==> src/rtl/rgb_vtg_pkg.sv <==
package rgb_vtg_pkg;

   typedef enum logic [1:0] {
      PH_SYNC  = 2'd0,
      PH_BACK  = 2'd1,
      PH_ACTV  = 2'd2,
      PH_FRONT = 2'd3
   } vtg_phase_e;

   function automatic vtg_phase_e vtg_next_phase(input vtg_phase_e ph);
      case (ph)
         PH_SYNC:  return PH_BACK;
         PH_BACK:  return PH_ACTV;
         PH_ACTV:  return PH_FRONT;
         default:  return PH_SYNC;
      endcase
   endfunction

endpackage

==> src/rtl/vtg_pixdiv.sv <==
module vtg_pixdiv #(
   parameter int DIVW      = 8,
   parameter int RATIO_MAX = 255
) (
   input  logic            clk,
   input  logic            rst_n,
   input  logic [DIVW-1:0] div_m1,
   output logic            ce_o
);
   localparam logic [DIVW-1:0] LIM_CAP = DIVW'(RATIO_MAX - 1);

   generate
      if (DIVW < 1 || RATIO_MAX < 1 || RATIO_MAX > (1 << DIVW)) begin : g_bad_cfg
         $error("vtg_pixdiv: RATIO_MAX must lie in 1 .. 2**DIVW");
      end
   endgenerate

   logic [DIVW-1:0] lim;
   logic [DIVW-1:0] cnt_q;

   // the cap is only built when the field can exceed it
   generate
      if (RATIO_MAX == (1 << DIVW)) begin : g_no_cap
         assign lim = div_m1;
      end else begin : g_cap
         assign lim = (div_m1 > LIM_CAP) ? LIM_CAP : div_m1;
      end
   endgenerate

   assign ce_o = (cnt_q >= lim);

   always_ff @(posedge clk or negedge rst_n) begin
      if (!rst_n)    cnt_q <= '0;
      else if (ce_o) cnt_q <= '0;
      else           cnt_q <= cnt_q + 1'b1;
   end

   // a ratio above one never gives strobes on adjacent clocks
   a_r3_strobe_gap: assert property (@(posedge clk) disable iff (!rst_n)
      (ce_o && lim != '0) |=> (!ce_o || lim == '0));

endmodule

==> src/rtl/vtg_axis.sv <==
module vtg_axis
   import rgb_vtg_pkg::*;
#(
   parameter int W = 12
) (
   input  logic       clk,
   input  logic       rst_n,
   input  logic       step,
   input  logic [W-1:0] sync_m1,
   input  logic [W-1:0] back_m1,
   input  logic [W-1:0] act_m1,
   input  logic [W-1:0] front_m1,
   output vtg_phase_e phase_o,
   output logic [W-1:0] cnt_o,
   output logic       last_o
);
   generate
      if (W < 2) begin : g_bad_w
         $error("vtg_axis: W must be at least 2");
      end
   endgenerate

   vtg_phase_e   ph_q;
   logic [W-1:0] cnt_q;
   logic [W-1:0] len_m1;

   always_comb begin
      case (ph_q)
         PH_SYNC: len_m1 = sync_m1;
         PH_BACK: len_m1 = back_m1;
         PH_ACTV: len_m1 = act_m1;
         default: len_m1 = front_m1;
      endcase
   end

   always_ff @(posedge clk or negedge rst_n) begin
      if (!rst_n) begin
         ph_q  <= PH_SYNC;
         cnt_q <= '0;
      end else if (step) begin
         if (cnt_q >= len_m1) begin
            cnt_q <= '0;
            ph_q  <= vtg_next_phase(ph_q);
         end else begin
            cnt_q <= cnt_q + 1'b1;
         end
      end
   end

   assign phase_o = ph_q;
   assign cnt_o   = cnt_q;
   assign last_o  = (ph_q == PH_FRONT) && (cnt_q >= len_m1);

   // phases are only ever left for their successor
   a_r1_phase_order: assert property (@(posedge clk) disable iff (!rst_n)
      (ph_q != $past(ph_q)) |-> (ph_q == vtg_next_phase($past(ph_q))));

   // a phase change always starts its count at zero
   a_r1_fresh_count: assert property (@(posedge clk) disable iff (!rst_n)
      (ph_q != $past(ph_q)) |-> (cnt_q == '0));

endmodule

==> src/rtl/vtg_polarity.sv <==
module vtg_polarity #(
   parameter int N = 4
) (
   input  logic [N-1:0] raw_i,
   input  logic [N-1:0] inv_i,
   output logic [N-1:0] out_o
);
   generate
      for (genvar i = 0; i < N; i++) begin : g_bit
         assign out_o[i] = raw_i[i] ^ inv_i[i];
      end
   endgenerate
endmodule

==> src/rtl/rgb_vtg.sv <==
module rgb_vtg
   import rgb_vtg_pkg::*;
#(
   parameter int HW        = 12,
   parameter int VW        = 12,
   parameter int DIVW      = 8,
   parameter int RATIO_MAX = 255
) (
   input  logic            clk,
   input  logic            rst_n,
   input  logic            video_en,
   input  logic            frame_en,
   input  logic [DIVW-1:0] div_m1,
   input  logic [HW-1:0]   h_sync_m1,
   input  logic [HW-1:0]   h_back_m1,
   input  logic [HW-1:0]   h_act_m1,
   input  logic [HW-1:0]   h_front_m1,
   input  logic [VW-1:0]   v_sync_m1,
   input  logic [VW-1:0]   v_back_m1,
   input  logic [VW-1:0]   v_act_m1,
   input  logic [VW-1:0]   v_front_m1,
   input  logic            inv_hsync,
   input  logic            inv_vsync,
   input  logic            inv_de,
   input  logic            inv_pclk,
   input  logic [1:0]      irq_sel,
   output logic            hsync_o,
   output logic            vsync_o,
   output logic            de_o,
   output logic            pclk_o,
   output logic            pix_ce_o,
   output logic [HW-1:0]   x_o,
   output logic [VW-1:0]   y_o,
   output logic            irq_o
);
   localparam int NPOL = 4;

   generate
      if (HW < 2 || VW < 2) begin : g_bad_dims
         $error("rgb_vtg: HW and VW must be at least 2");
      end
   endgenerate

   logic ce;
   logic go;
   logic run_q, run_d_q;
   logic h_step, v_step, frame_end;
   logic h_last, v_last;
   vtg_phase_e h_ph, v_ph, v_ph_d_q;
   logic [HW-1:0] h_cnt;
   logic [VW-1:0] v_cnt;

   logic [HW-1:0] sh_h_sync, sh_h_back, sh_h_act, sh_h_front;
   logic [VW-1:0] sh_v_sync, sh_v_back, sh_v_act, sh_v_front;

   vtg_pixdiv #(.DIVW(DIVW), .RATIO_MAX(RATIO_MAX)) u_div (
      .clk(clk), .rst_n(rst_n), .div_m1(div_m1), .ce_o(ce));

   assign go        = video_en & frame_en;
   assign h_step    = ce & run_q;
   assign v_step    = h_step & h_last;
   assign frame_end = run_q & h_last & v_last;

   vtg_axis #(.W(HW)) u_hax (
      .clk(clk), .rst_n(rst_n), .step(h_step),
      .sync_m1(sh_h_sync), .back_m1(sh_h_back), .act_m1(sh_h_act), .front_m1(sh_h_front),
      .phase_o(h_ph), .cnt_o(h_cnt), .last_o(h_last));

   vtg_axis #(.W(VW)) u_vax (
      .clk(clk), .rst_n(rst_n), .step(v_step),
      .sync_m1(sh_v_sync), .back_m1(sh_v_back), .act_m1(sh_v_act), .front_m1(sh_v_front),
      .phase_o(v_ph), .cnt_o(v_cnt), .last_o(v_last));

   // run control and per-frame capture of timing fields
   always_ff @(posedge clk or negedge rst_n) begin
      if (!rst_n) begin
         run_q      <= 1'b0;
         sh_h_sync  <= '0; sh_h_back <= '0; sh_h_act <= '0; sh_h_front <= '0;
         sh_v_sync  <= '0; sh_v_back <= '0; sh_v_act <= '0; sh_v_front <= '0;
      end else if (ce && ((!run_q && go) || frame_end)) begin
         if (go) begin
            run_q      <= 1'b1;
            sh_h_sync  <= h_sync_m1; sh_h_back <= h_back_m1;
            sh_h_act   <= h_act_m1;  sh_h_front <= h_front_m1;
            sh_v_sync  <= v_sync_m1; sh_v_back <= v_back_m1;
            sh_v_act   <= v_act_m1;  sh_v_front <= v_front_m1;
         end else begin
            run_q <= 1'b0;
         end
      end
   end

   always_ff @(posedge clk or negedge rst_n) begin
      if (!rst_n) begin
         run_d_q  <= 1'b0;
         v_ph_d_q <= PH_SYNC;
      end else begin
         run_d_q  <= run_q;
         v_ph_d_q <= v_ph;
      end
   end

   logic hs_raw, vs_raw, de_raw;
   assign hs_raw = run_q && (h_ph == PH_SYNC);
   assign vs_raw = run_q && (v_ph == PH_SYNC);
   assign de_raw = run_q && (h_ph == PH_ACTV) && (v_ph == PH_ACTV);

   assign x_o = (h_ph == PH_ACTV) ? h_cnt : '0;
   assign y_o = (v_ph == PH_ACTV) ? v_cnt : '0;

   assign irq_o = run_q && (v_ph == vtg_phase_e'(irq_sel)) &&
                  ((v_ph != v_ph_d_q) || !run_d_q);

   logic [NPOL-1:0] pol_raw, pol_inv, pol_out;
   assign pol_raw = {ce, de_raw, vs_raw, hs_raw};
   assign pol_inv = {inv_pclk, inv_de, inv_vsync, inv_hsync};

   vtg_polarity #(.N(NPOL)) u_pol (.raw_i(pol_raw), .inv_i(pol_inv), .out_o(pol_out));

   assign hsync_o  = pol_out[0];
   assign vsync_o  = pol_out[1];
   assign de_o     = pol_out[2];
   assign pclk_o   = pol_out[3];
   assign pix_ce_o = ce;

   // the raster only stops with both counters back at the frame origin
   a_r8_stop_at_origin: assert property (@(posedge clk) disable iff (!rst_n)
      $fell(run_q) |-> (h_ph == PH_SYNC && v_ph == PH_SYNC && h_cnt == '0 && v_cnt == '0));

   // vertical phase changes land on the first pixel of a line
   a_r2_vphase_line_start: assert property (@(posedge clk) disable iff (!rst_n)
      !$stable(v_ph) |-> (h_ph == PH_SYNC && h_cnt == '0));

   // the interrupt is a single-clock pulse
   a_r6_irq_pulse: assert property (@(posedge clk) disable iff (!rst_n)
      irq_o |=> !irq_o);

   // coordinates stay inside the captured active size while data is enabled
   a_r4_coord_bound: assert property (@(posedge clk) disable iff (!rst_n)
      de_raw |-> (x_o <= sh_h_act && y_o <= sh_v_act));

endmodule

==> config.mk <==
export PLATFORM = sky130hd
export DESIGN_NAME = rgb_vtg
export DESIGN_NICKNAME = d
export VERILOG_FILES = /design/src/rtl/rgb_vtg_pkg.sv /design/src/rtl/vtg_pixdiv.sv /design/src/rtl/vtg_axis.sv /design/src/rtl/vtg_polarity.sv /design/src/rtl/rgb_vtg.sv
export SDC_FILE = /design/constraint.sdc
export NUM_CORES = 1
export LEC_CHECK = 0
export ABC_CLOCK_PERIOD_IN_PS = 4600
export BUFFER_PORTS_ARGS = -buffer_cell sky130_fd_sc_hd__buf_4
export CORE_MARGIN = 2
export CORE_UTILIZATION = 30
export CTS_BUF_LIST = sky130_fd_sc_hd__clkbuf_16
export CTS_CLUSTER_DIAMETER = 40
export DETAILED_ROUTE_END_ITERATION = 8
export PLACE_DENSITY_LB_ADDON = 0.08
export SYNTH_ARGS = -nofsm -noshare
export SYNTH_HDL_FRONTEND = slang
export SYNTH_SLANG_ARGS = --single-unit
==> constraint.sdc <==
create_clock -name clk -period 4.6 [get_ports clk]
set_clock_uncertainty 0.15 [all_clocks]
set_input_delay 0.23 -clock clk [delete_from_list [all_inputs] [get_ports clk]]
set_output_delay 0.23 -clock clk [all_outputs]
set_load 0.03 [all_outputs]
# Yosys cells after proc, flatten, opt, wreduce, memory -nomap -nowiden
# Index checks and enable logic that the tools add are counted.
dict set report classes {
  n_bitwise 9
  order_cmp 4
  reduce_logical 19
  eq_ne 8
  addsub 3
  n_mux 11
}
# operator count
set op_table {}
lappend op_table {{$pmux 12 s3} 2}
lappend op_table {{$mux 12} 4}
lappend op_table {{$add 12x1->12 const B} 2}
lappend op_table {{$ge 12x12->1} 2}
lappend op_table {{$mux 8} 2}
lappend op_table {{$pmux 2 s3} 2}
lappend op_table {{$logic_and 1x1->1} 10}
lappend op_table {{$add 8x1->8 const B} 1}
lappend op_table {{$eq 2x2->1 const B} 4}
lappend op_table {{$ge 8x8->1} 1}
lappend op_table {{$gt 8x8->1 const B} 1}
lappend op_table {{$reduce_and 2->1} 3}
lappend op_table {{$and 1x1->1} 5}
lappend op_table {{$eq 2x1->1 const B} 2}
lappend op_table {{$logic_not 2->1} 2}
lappend op_table {{$xor 1x1->1} 4}
lappend op_table {{$eq 2x2->1} 1}
lappend op_table {{$logic_not 1->1} 2}
lappend op_table {{$logic_or 1x1->1} 2}
lappend op_table {{$ne 2x2->1} 1}
lappend op_table {{$mux 1} 1}
dict set report word_totals {
  out_inout_bits 30
  word_cells 70
  ff_bits 136
  input_bits 114
}

# Depth between registers and ports, before layout
# Gate-level depths: netlist (run 1).
dict set report logic_depth {
  ltp_word 9
  ltp_mapped 16
  mapped_depth_nobuf 12
}

# By module
# Synthesis (run 1) repeated with hierarchy kept, for this count alone.
dict set report hier_totals {
  cells_unflattened 607
  area_unflattened_um2 7183.1
}
# module area_per_inst_um2 seq_area_each_um2 cells_each n_inst
set by_module_without_submodules {}
lappend by_module_without_submodules {rgb_vtg 4006.3 2502.4 250 1}
lappend by_module_without_submodules {{vtg_axis at u_vax} 1273.7 350.3 144 1}
lappend by_module_without_submodules {{vtg_axis at u_hax} 1266.2 350.3 144 1}
lappend by_module_without_submodules {vtg_pixdiv 601.8 200.2 65 1}
lappend by_module_without_submodules {vtg_polarity 35.0 0.0 4 1}

# Worst setup path after synthesis (run 1)
# No wires, ideal clock.
dict set report synth_path {
  path_kind {register to register}
  startpoint {reg u_vax.ph_q[0], in the netlist u_vax.phase_o[0]}
  endpoint {reg sh_h_front[0]}
  stages_incl_launch_ff 17
  path_slack_ps 651
  setup_ps 128
  arrival_ps 3672
  n_path_buf 4
  t_required_ps 4322
  period_less_slack_ps 3949
  path_cell_list {dfrtp_1 inv_1 ha_1 clkbuf_1 clkbuf_1 a222oi_1 nand2_1 o21ai_0 ha_1 nand4_1 or2_1 o31ai_4 nor2_2 a2111oi_4 buf_4 buf_4 mux2_1}
}
dict set report synth_via {
  elab_chain_cells 8
  word_cells_on_any_way 11
  cone_classes {1 x order compare; 3 x eq/ne; 1 x mux; 1 x bitwise; 5 x reduce/logical}
}
# element line
set synth_lines {}
lappend synth_lines {{from (decl)} vtg_axis.sv:23} ;# vtg_phase_e ph_q;
lappend synth_lines {{from (signal assigned)} vtg_axis.sv:43} ;# ph_q <= vtg_next_phase(ph_q);
lappend synth_lines {{$eq 2x2->1 (tied with other cells)} vtg_axis.sv:28} ;# case (ph_q)
lappend synth_lines {{$pmux 12 s3} vtg_axis.sv:28}
lappend synth_lines {{$ge 12x12->1} vtg_axis.sv:52} ;# assign last_o = (ph_q == PH_FRONT) && (cnt_q >= len_m1);
lappend synth_lines {{$logic_and 1x1->1 *} vtg_axis.sv:52}
lappend synth_lines {{$and 1x1->1 *} rgb_vtg.sv:62} ;# assign frame_end = run_q & h_last & v_last;
lappend synth_lines {{$logic_or 1x1->1 *} rgb_vtg.sv:80} ;# end else if (ce && ((!run_q && go) || frame_end)) begin
lappend synth_lines {{$logic_and 1x1->1 *} rgb_vtg.sv:80}
lappend synth_lines {{$reduce_and 2->1 (no source line) *} -}
lappend synth_lines {{to (signal assigned)} rgb_vtg.sv:84} ;# sh_h_act <= h_act_m1; sh_h_front <= h_front_m1;
lappend synth_lines {{to (decl)} rgb_vtg.sv:53} ;# logic [HW-1:0] sh_h_sync, sh_h_back, sh_h_act, sh_h_front;
# Every way passes the cells marked *; elsewhere a longest branch is shown, timed or not.
# A chain may end at the register's enable or synchronous reset.

# Worst setup path in the final report (run 1)
dict set report layout_path {
  startpoint {reg u_hax.ph_q[1], in the netlist u_hax.phase_o[1]}
  endpoint {reg u_hax.ph_q[1], in the netlist u_hax.phase_o[1]}
}
dict set report layout_via {
  elab_chain_cells 4
  word_cells_on_any_way 7
  cone_classes {1 x order compare; 2 x eq/ne; 2 x mux; 2 x reduce/logical}
}
# element line
set layout_lines {}
lappend layout_lines {{from (decl)} vtg_axis.sv:23}
lappend layout_lines {{from (signal assigned)} vtg_axis.sv:43}
lappend layout_lines {{$eq 2x2->1 (tied with other cells)} {rgb_vtg_pkg.sv:11, vtg_axis.sv:28}}
lappend layout_lines {{$pmux 12 s3} vtg_axis.sv:28}
lappend layout_lines {{$ge 12x12->1} vtg_axis.sv:41} ;# if (cnt_q >= len_m1) begin
lappend layout_lines {{$reduce_and 2->1 (no source line)} -}
# Parallel ways exist; a longest one is shown, timed or not.

==> impl_metrics.tcl, run 1 <==
set metrics [dict create \
    crit_slowest_cell "nor4_2" \
    synth_edf_count 0 \
    p_leak_uw 0.00480 \
    period_share_pct 93.2 \
    clkSinkCount 136 \
    drv_slew 0 \
    vias 5903 \
    synth_ff_type "dfrtp_1" \
    gr-total-overflow 0 \
    finalPower_uw 5740 \
    synth_warnings 0 \
    critPathTopFamily "simple AND/OR/NAND/NOR gates" \
    clockBufferDepth 2 \
    drt_iter0_markers 391 \
    synth_top_cell_area_share_pct 47.5 \
    htreeDepth 4 \
    synth_common_cells "136 x dfrtp_1, 58 x mux2_2, 46 x o21ai_0" \
    grt_pass1_vias 6264 \
    worstMarginPinSlew_ns 1.04 \
    grt_max_degree 105 \
    rsz0062_at_grt "true" \
    die_w_um 158 \
    ir_drop_mv 0.268 \
    min_path_type "in -> reg" \
    yosysSeqAreaShare_pct 47.5 \
    cellPowerDensity_nw_per_um2 561 \
    grtUsageTotal_pct 16.8 \
    synth_top_cell_by_area "dfrtp_1" \
    synthesis.area_per_instance_um2 11.3 \
    diodes 0 \
    ys_types 49 \
    dieArea_um2 25100 \
    cts_buffers 17 \
    drt-total-wl_mm 20.7 \
    core-area_um2 23500 \
    path_buf_inv 2 \
    worst_slack_ns 0.313 \
    route.detailed.drc 0 \
    start_kind "flop" \
    antenna_found_initial 0 \
    async_flop_share_pct 100 \
    path_cells "inv_1 > ha_1 > a222oi_1 > nand2_1 > o21ai_0 > ha_1 > and4_1 > nand3_1 > nor4_2 > nor2_1 > buf_4 > nor2_1 > mux2_2" \
    finalHoldViolations 0 \
    cp-end-kind "flop" \
    gp_congestion 0.809 \
    period_needed_ns 4.29 \
    placed_area_um2 8630 \
    cp.arrival_ns 4.44 \
    clkSlewWorstSetupHoldPaths_ns 0.06 \
    fin_nets 1038 \
    max_stage_delay_ns 0.93 \
    syn-num-nets 793 \
    root_buffer "clkbuf_16" \
    setup_tns_ns 0 \
    portBuffers 143 \
    crit_type "reg -> reg" \
    synth_area_leaders "dfrtp_1 48%, mux2_2 9.1%, ha_1 7.9%, mux2_1 6.3%, a222oi_1 3.4%" \
    max-cap-violations 0 \
    wire_per_inst_um 17.1 \
    drive_gt1_share_pct 29.1 \
    nFillCells 2236 \
    crit_required_ns 4.75 \
    clock_latency_ns 0.42 \
    synthToLayoutAreaGrowth_pct 42.7 \
    post-dp-hpwl_mm 14.6 \
    ant_nets 0 \
    vias_per_cell 4.87 \
    cp_max_fo 12 \
    initial_utilization_pct 30.5 \
    yosysMostFrequentCell "dfrtp_1" \
    finalSetupViolCount 0 \
    cts_tree "yes" \
    pre_cts_ws_ns 0.164 \
    die_h_um 158 \
    rows 56 \
    grt_pass1_wl_mm 32.6 \
    relSlewSlack_pct 30.0 \
    syn-cell-area_um2 7160 \
    ys_ff_latch 136 \
    outcome "finished, final reports clean" \
    fmax_mhz 233 \
    io_pins 144 \
    synth_cells 634 \
    design_area_um2 10200 \
    dr.pass1.iters 7 \
]
## logic make-up (layout without fill, tap and decap cells)
| group | after synthesis | after routing | synth area share, % |
|---|---|---|---|
| XOR/XNOR | 14 | 14 | 1.71 |
| adder cells (fa/ha/maj) | 45 | 45 | 7.86 |
| buffers and inverters | 54 | 312 | 3.18 |
| multiplexers | 99 | 99 | 15.6 |
| AO/OA/AOI/OAI | 126 | 126 | 12.6 |
| AND/OR/NAND/NOR | 160 | 160 | 11.6 |
| flip-flops | 136 | 136 | 47.5 |
## per-layer routing
layer / global-route usage [%] / vias to the layer above / share of wire, %
met3: 3.35 / 10 / 4.2
met1: 20.8 / 2918 / 45
met5: 0 / - / 0
met2: 30.1 / 140 / 50
met4: 4.03 / 0 / 0.91
li1: - / 2835 / -
## registers in the layout, summed over array words and instances (netlist names), 2 cells and up
signal         cells
u_vax.phase_o      2
sh_h_back         12
sh_v_back         12
sh_h_front        12
sh_h_sync         12
sh_v_act          12
sh_v_front        12
sh_v_sync         12
u_hax.cnt_o       12
v_ph_d_q           2
u_vax.cnt_o       12
sh_h_act          12
u_div.cnt_q        8
u_hax.phase_o      2
## placed cells by master (no fill, tap or decap), types with 16 or more instances in the layout
master	n
clkbuf_16	17
nor2_1	20
nand3_1	21
o21ai_0	46
nand2_1	39
dlygate4sd3_1	97
inv_1	22
mux2_1	40
a21oi_1	16
ha_1	42
and2_1	26
mux2_2	58
dfrtp_1	136
buf_4	158
a222oi_1	24
## per-stage QoR
step           util, %  instances  hold slack [ns]
2_1_floorplan        -        634           -0.216
3_3_place_gp      36.8       1082            0.253
3_5_place_dp      36.8       1082            0.262
4_1_cts           43.5       1211            0.115
5_1_grt           43.5       1211            0.113
6_report          43.5       1211            0.104
## power by group
part,internal (uW),switching (uW)
combinational,1090,1230
clock,820,592
sequential,1660,338
total,3570,2160
## path summary, 6_finish.rpt
path | slack, ns | end | cells after the start | from
setup reg to reg | 0.31 | u_hax.phase_o[1] | 13 | u_hax.phase_o[1]
min in group asynchronous | 0.30 | u_vax.cnt_o[7] | 2 | rst_n
max in group asynchronous | 2.82 | u_hax.phase_o[1] | 3 | rst_n
hold reg to reg | 0.33 | sh_v_front[10] | 1 | sh_v_front[10]
setup / recovery | 0.31 | u_hax.phase_o[1] | 13 | u_hax.phase_o[1]
hold / removal | 0.10 | run_q | 3 | frame_en
## repair_timing
action,4_1_cts,5_1_grt
hold buffers,97,0
buffers inserted,0,0
gates resized for setup,0,3
setup endpoints to repair,0,97
hold endpoints to repair,199,0
## tightest hold or removal path, stage by stage
cell	delay (ns)
buf_4	0.08
nand2_1	0.14
o21ai_0	0.18
## area by class of cell
| class | count | area [um2] | area share (%) |
|---|---|---|---|
| clock buffer | 17 | 425 | 4.16 |
| clock inverter | 15 | 180 | 1.76 |
| inverter | 23 | 86.3 | 0.845 |
| multi-input combinational | 444 | 3540 | 34.6 |
| sequential | 136 | 3400 | 33.3 |
| tap | 319 | 399 | 3.91 |
| timing repair buffer | 257 | 2190 | 21.4 |
Note: power is estimated with default switching activity, not from simulation.
==> inputs of run 2 (changes only) <==
--- a/config.mk
+++ b/config.mk
@@ -5,7 +5,7 @@
 export SDC_FILE = /design/constraint.sdc
 export NUM_CORES = 1
 export LEC_CHECK = 0
-export ABC_CLOCK_PERIOD_IN_PS = 4600
+export ABC_CLOCK_PERIOD_IN_PS = 3670
 export BUFFER_PORTS_ARGS = -buffer_cell sky130_fd_sc_hd__buf_4
 export CORE_MARGIN = 2
 export CORE_UTILIZATION = 30
==> constraint.sdc (replaced) <==
create_clock -name clk -period 3.67 [get_ports clk]
set_clock_uncertainty 0.15 [all_clocks]
set_input_delay 0.1835 -clock clk [delete_from_list [all_inputs] [get_ports clk]]
set_output_delay 0.1835 -clock clk [all_outputs]
set_load 0.03 [all_outputs]
==> run 2 against run 1 <==
The flow now finishes with violations (setup timing). Utilization increased by 6.2 points. Combinational power increased by 79%. Sequential power rose by 28%. Cell count increased by 5.6%. Non-clock buffer count is 68 higher. Global-route usage up 1.6 points. Design area grew 14%. Hold slack worse by 0.066 ns. First-iteration DRC count rose by 10%. Maximum frequency up 11%. Largest cell class unchanged. Largest power group unchanged.
==> impl_metrics.tcl, run 2 (synthesis results as in run 1) <==
set metrics [dict create \
    finalSetupViolCount 96 \
    vias_per_cell 4.95 \
    cp-endpoint "sh_v_front[7]" \
    grtUsageTotal_pct 18.4 \
    die_w_um 158 \
    final_cell_mix "196 x buf_4, 133 x dfrtp_1, 97 x dlygate4sd3_1, 96 x mux2_4" \
    grt_pass1_vias 6565 \
    rr_worst_depth 16 \
    nFillCells 2125 \
    setup_tns_ns -13.99 \
    worstMarginPinSlew_ns 1.07 \
    grt_pass1_wl_mm 35.6 \
    post-dp-hpwl_mm 15.1 \
    critical_path_depth 16 \
    mostFrequentLayoutCell "buf_4" \
    htreeDepth 4 \
    path_cells "inv_4 > ha_4 > a222oi_1 > nand2_1 > o21ai_1 > ha_1 > nand4_1 > or2_1 > o31ai_4 > nor2_4 > a2111oi_4 > buf_4 > buf_12 > buf_12 > clkbuf_16 > mux2_4" \
    drt-total-wl_mm 23.3 \
    relSlewSlack_pct 28.4 \
    p_leak_uw 0.00548 \
    clkSinkCount 136 \
    crit_slowest_cell "a222oi_1" \
    drt_iter0_markers 431 \
    fin_cells 1279 \
    finalHoldViolations 0 \
    gr-total-overflow 0 \
    ir_drop_mv 0.353 \
    cp_max_fo 7 \
    io_pins 144 \
    final_core_util_pct 49.8 \
    start_kind "flop" \
    clock_latency_ns 0.42 \
    max_stage_delay_ns 0.50 \
    dieArea_um2 25100 \
    cts_buffers 17 \
    vias 6330 \
    path_buf_inv 5 \
    cp-end-kind "flop" \
    die_h_um 158 \
    period_share_pct 105 \
    cp.arrival_ns 4.02 \
    diodes 0 \
    antenna_found_initial 0 \
    cts_tree "yes" \
    core-area_um2 23500 \
    clkSlewWorstSetupHoldPaths_ns 0.06 \
    r2r_end "sh_v_front[7]" \
    r2r_slack_ns -0.20 \
    crit_start "u_vax.phase_o[1]" \
    critPathMostFrequentCell "buf_12" \
    finalPower_uw 8650 \
    max-cap-violations 0 \
    dr.pass1.iters 5 \
    dp.cells 1118 \
    initial_utilization_pct 30.5 \
    cellPowerDensity_nw_per_um2 741 \
    synthToLayoutAreaGrowth_pct 63.2 \
    drive_gt1_share_pct 40.9 \
    grt_max_degree 111 \
    violations "setup timing" \
    crit_required_ns 3.82 \
    clockBufferDepth 2 \
    gp_congestion 0.790 \
    worst_slack_ns -0.199 \
    portBuffers 143 \
    rows 56 \
    route.detailed.drc 0 \
    drv_slew 0 \
    min_path_type "in -> reg" \
    period_needed_ns 3.87 \
    ant_nets 0 \
    rsz0062_at_grt "true" \
    hp-start "video_en" \
    fin_nets 1106 \
    wire_per_inst_um 18.2 \
    crit_type "reg -> reg" \
    reg2reg_from "u_vax.phase_o[1]" \
    outcome "finished, violations left" \
    root_buffer "clkbuf_16" \
    critPathTopFamily "compound AO/OA/AOI/OAI gates" \
    fmax_mhz 258 \
]
run 2: cell count changes in the layout (fill, tap and decap cells not counted), moves of 5 or more:
cell     delta
buf_12     +16
buf_4      +38
buf_6       +6
ha_1        -6
ha_4        +6
inv_6       -6
mux2_1     -40
mux2_2     -56
mux2_4     +96
o21ai_0     -7
o21ai_1     +5
run 2: layout make-up:
cell class / instances / area [um2] / share of cell area [%]
clock buffer: 17 / 425 / 3.64
clock inverter: 15 / 225 / 1.93
inverter: 23 / 91.3 / 0.782
multi-input combinational: 444 / 4090 / 35.0
sequential: 136 / 3410 / 29.2
tap: 319 / 399 / 3.42
timing repair buffer: 325 / 3050 / 26.1
run 2: how the worst min path moves through the flow:
stage                               end  slack (ns)  cells after the start
after detailed placement   sh_v_sync[0]        0.25                      2
after global placement    sh_h_front[2]        0.25                      2
after floorplan                 run_d_q       -0.26                      0
after global routing              run_q        0.06                      3
after CTS                         run_q        0.04                      3
final                             run_q        0.04                      3
run 2: layer usage:
| metal | up-vias | global-route usage (%) | part of all wire [%] |
|---|---|---|---|
| met5 | - | 0 | 0 |
| met2 | 173 | 31.1 | 49 |
| met4 | 0 | 4.25 | 1.1 |
| met1 | 3165 | 24.6 | 45 |
| li1 | 2972 | - | - |
| met3 | 20 | 3.65 | 4.4 |
run 2: what timing repair did:
action,in CTS,in global routing
hold buffers,97,0
gates resized for setup,111,60
setup buffers,12,18
pin swaps,18,24
gates cloned,7,3
hold endpoints to repair,205,0
endpoints found under the setup margin,109,121
run 2: worst min-delay path: cells and delay by family:
kind                   cells  cell delay, ns
and+or+nand+nor            1            0.13
AOI/OAI and AO/OA          1            0.17
buffers and inverters      1            0.07
run 2: metrics by stage:
stage | instance area [um2] | setup slack [ns] | hold slack [ns]
floorplan | 7180 | -0.0288 | -0.262
finish | 11700 | -0.199 | 0.0382
detailed placement | 9040 | -0.436 | 0.255
CTS | 11400 | -0.235 | 0.0367
global route | 11700 | -0.366 | 0.0633
global placement | 9040 | -0.366 | 0.252
run 2: power breakdown:
part           switching, uW  internal [uW]
logic                   1880           2280
registers                488           2090
clock network            699           1210
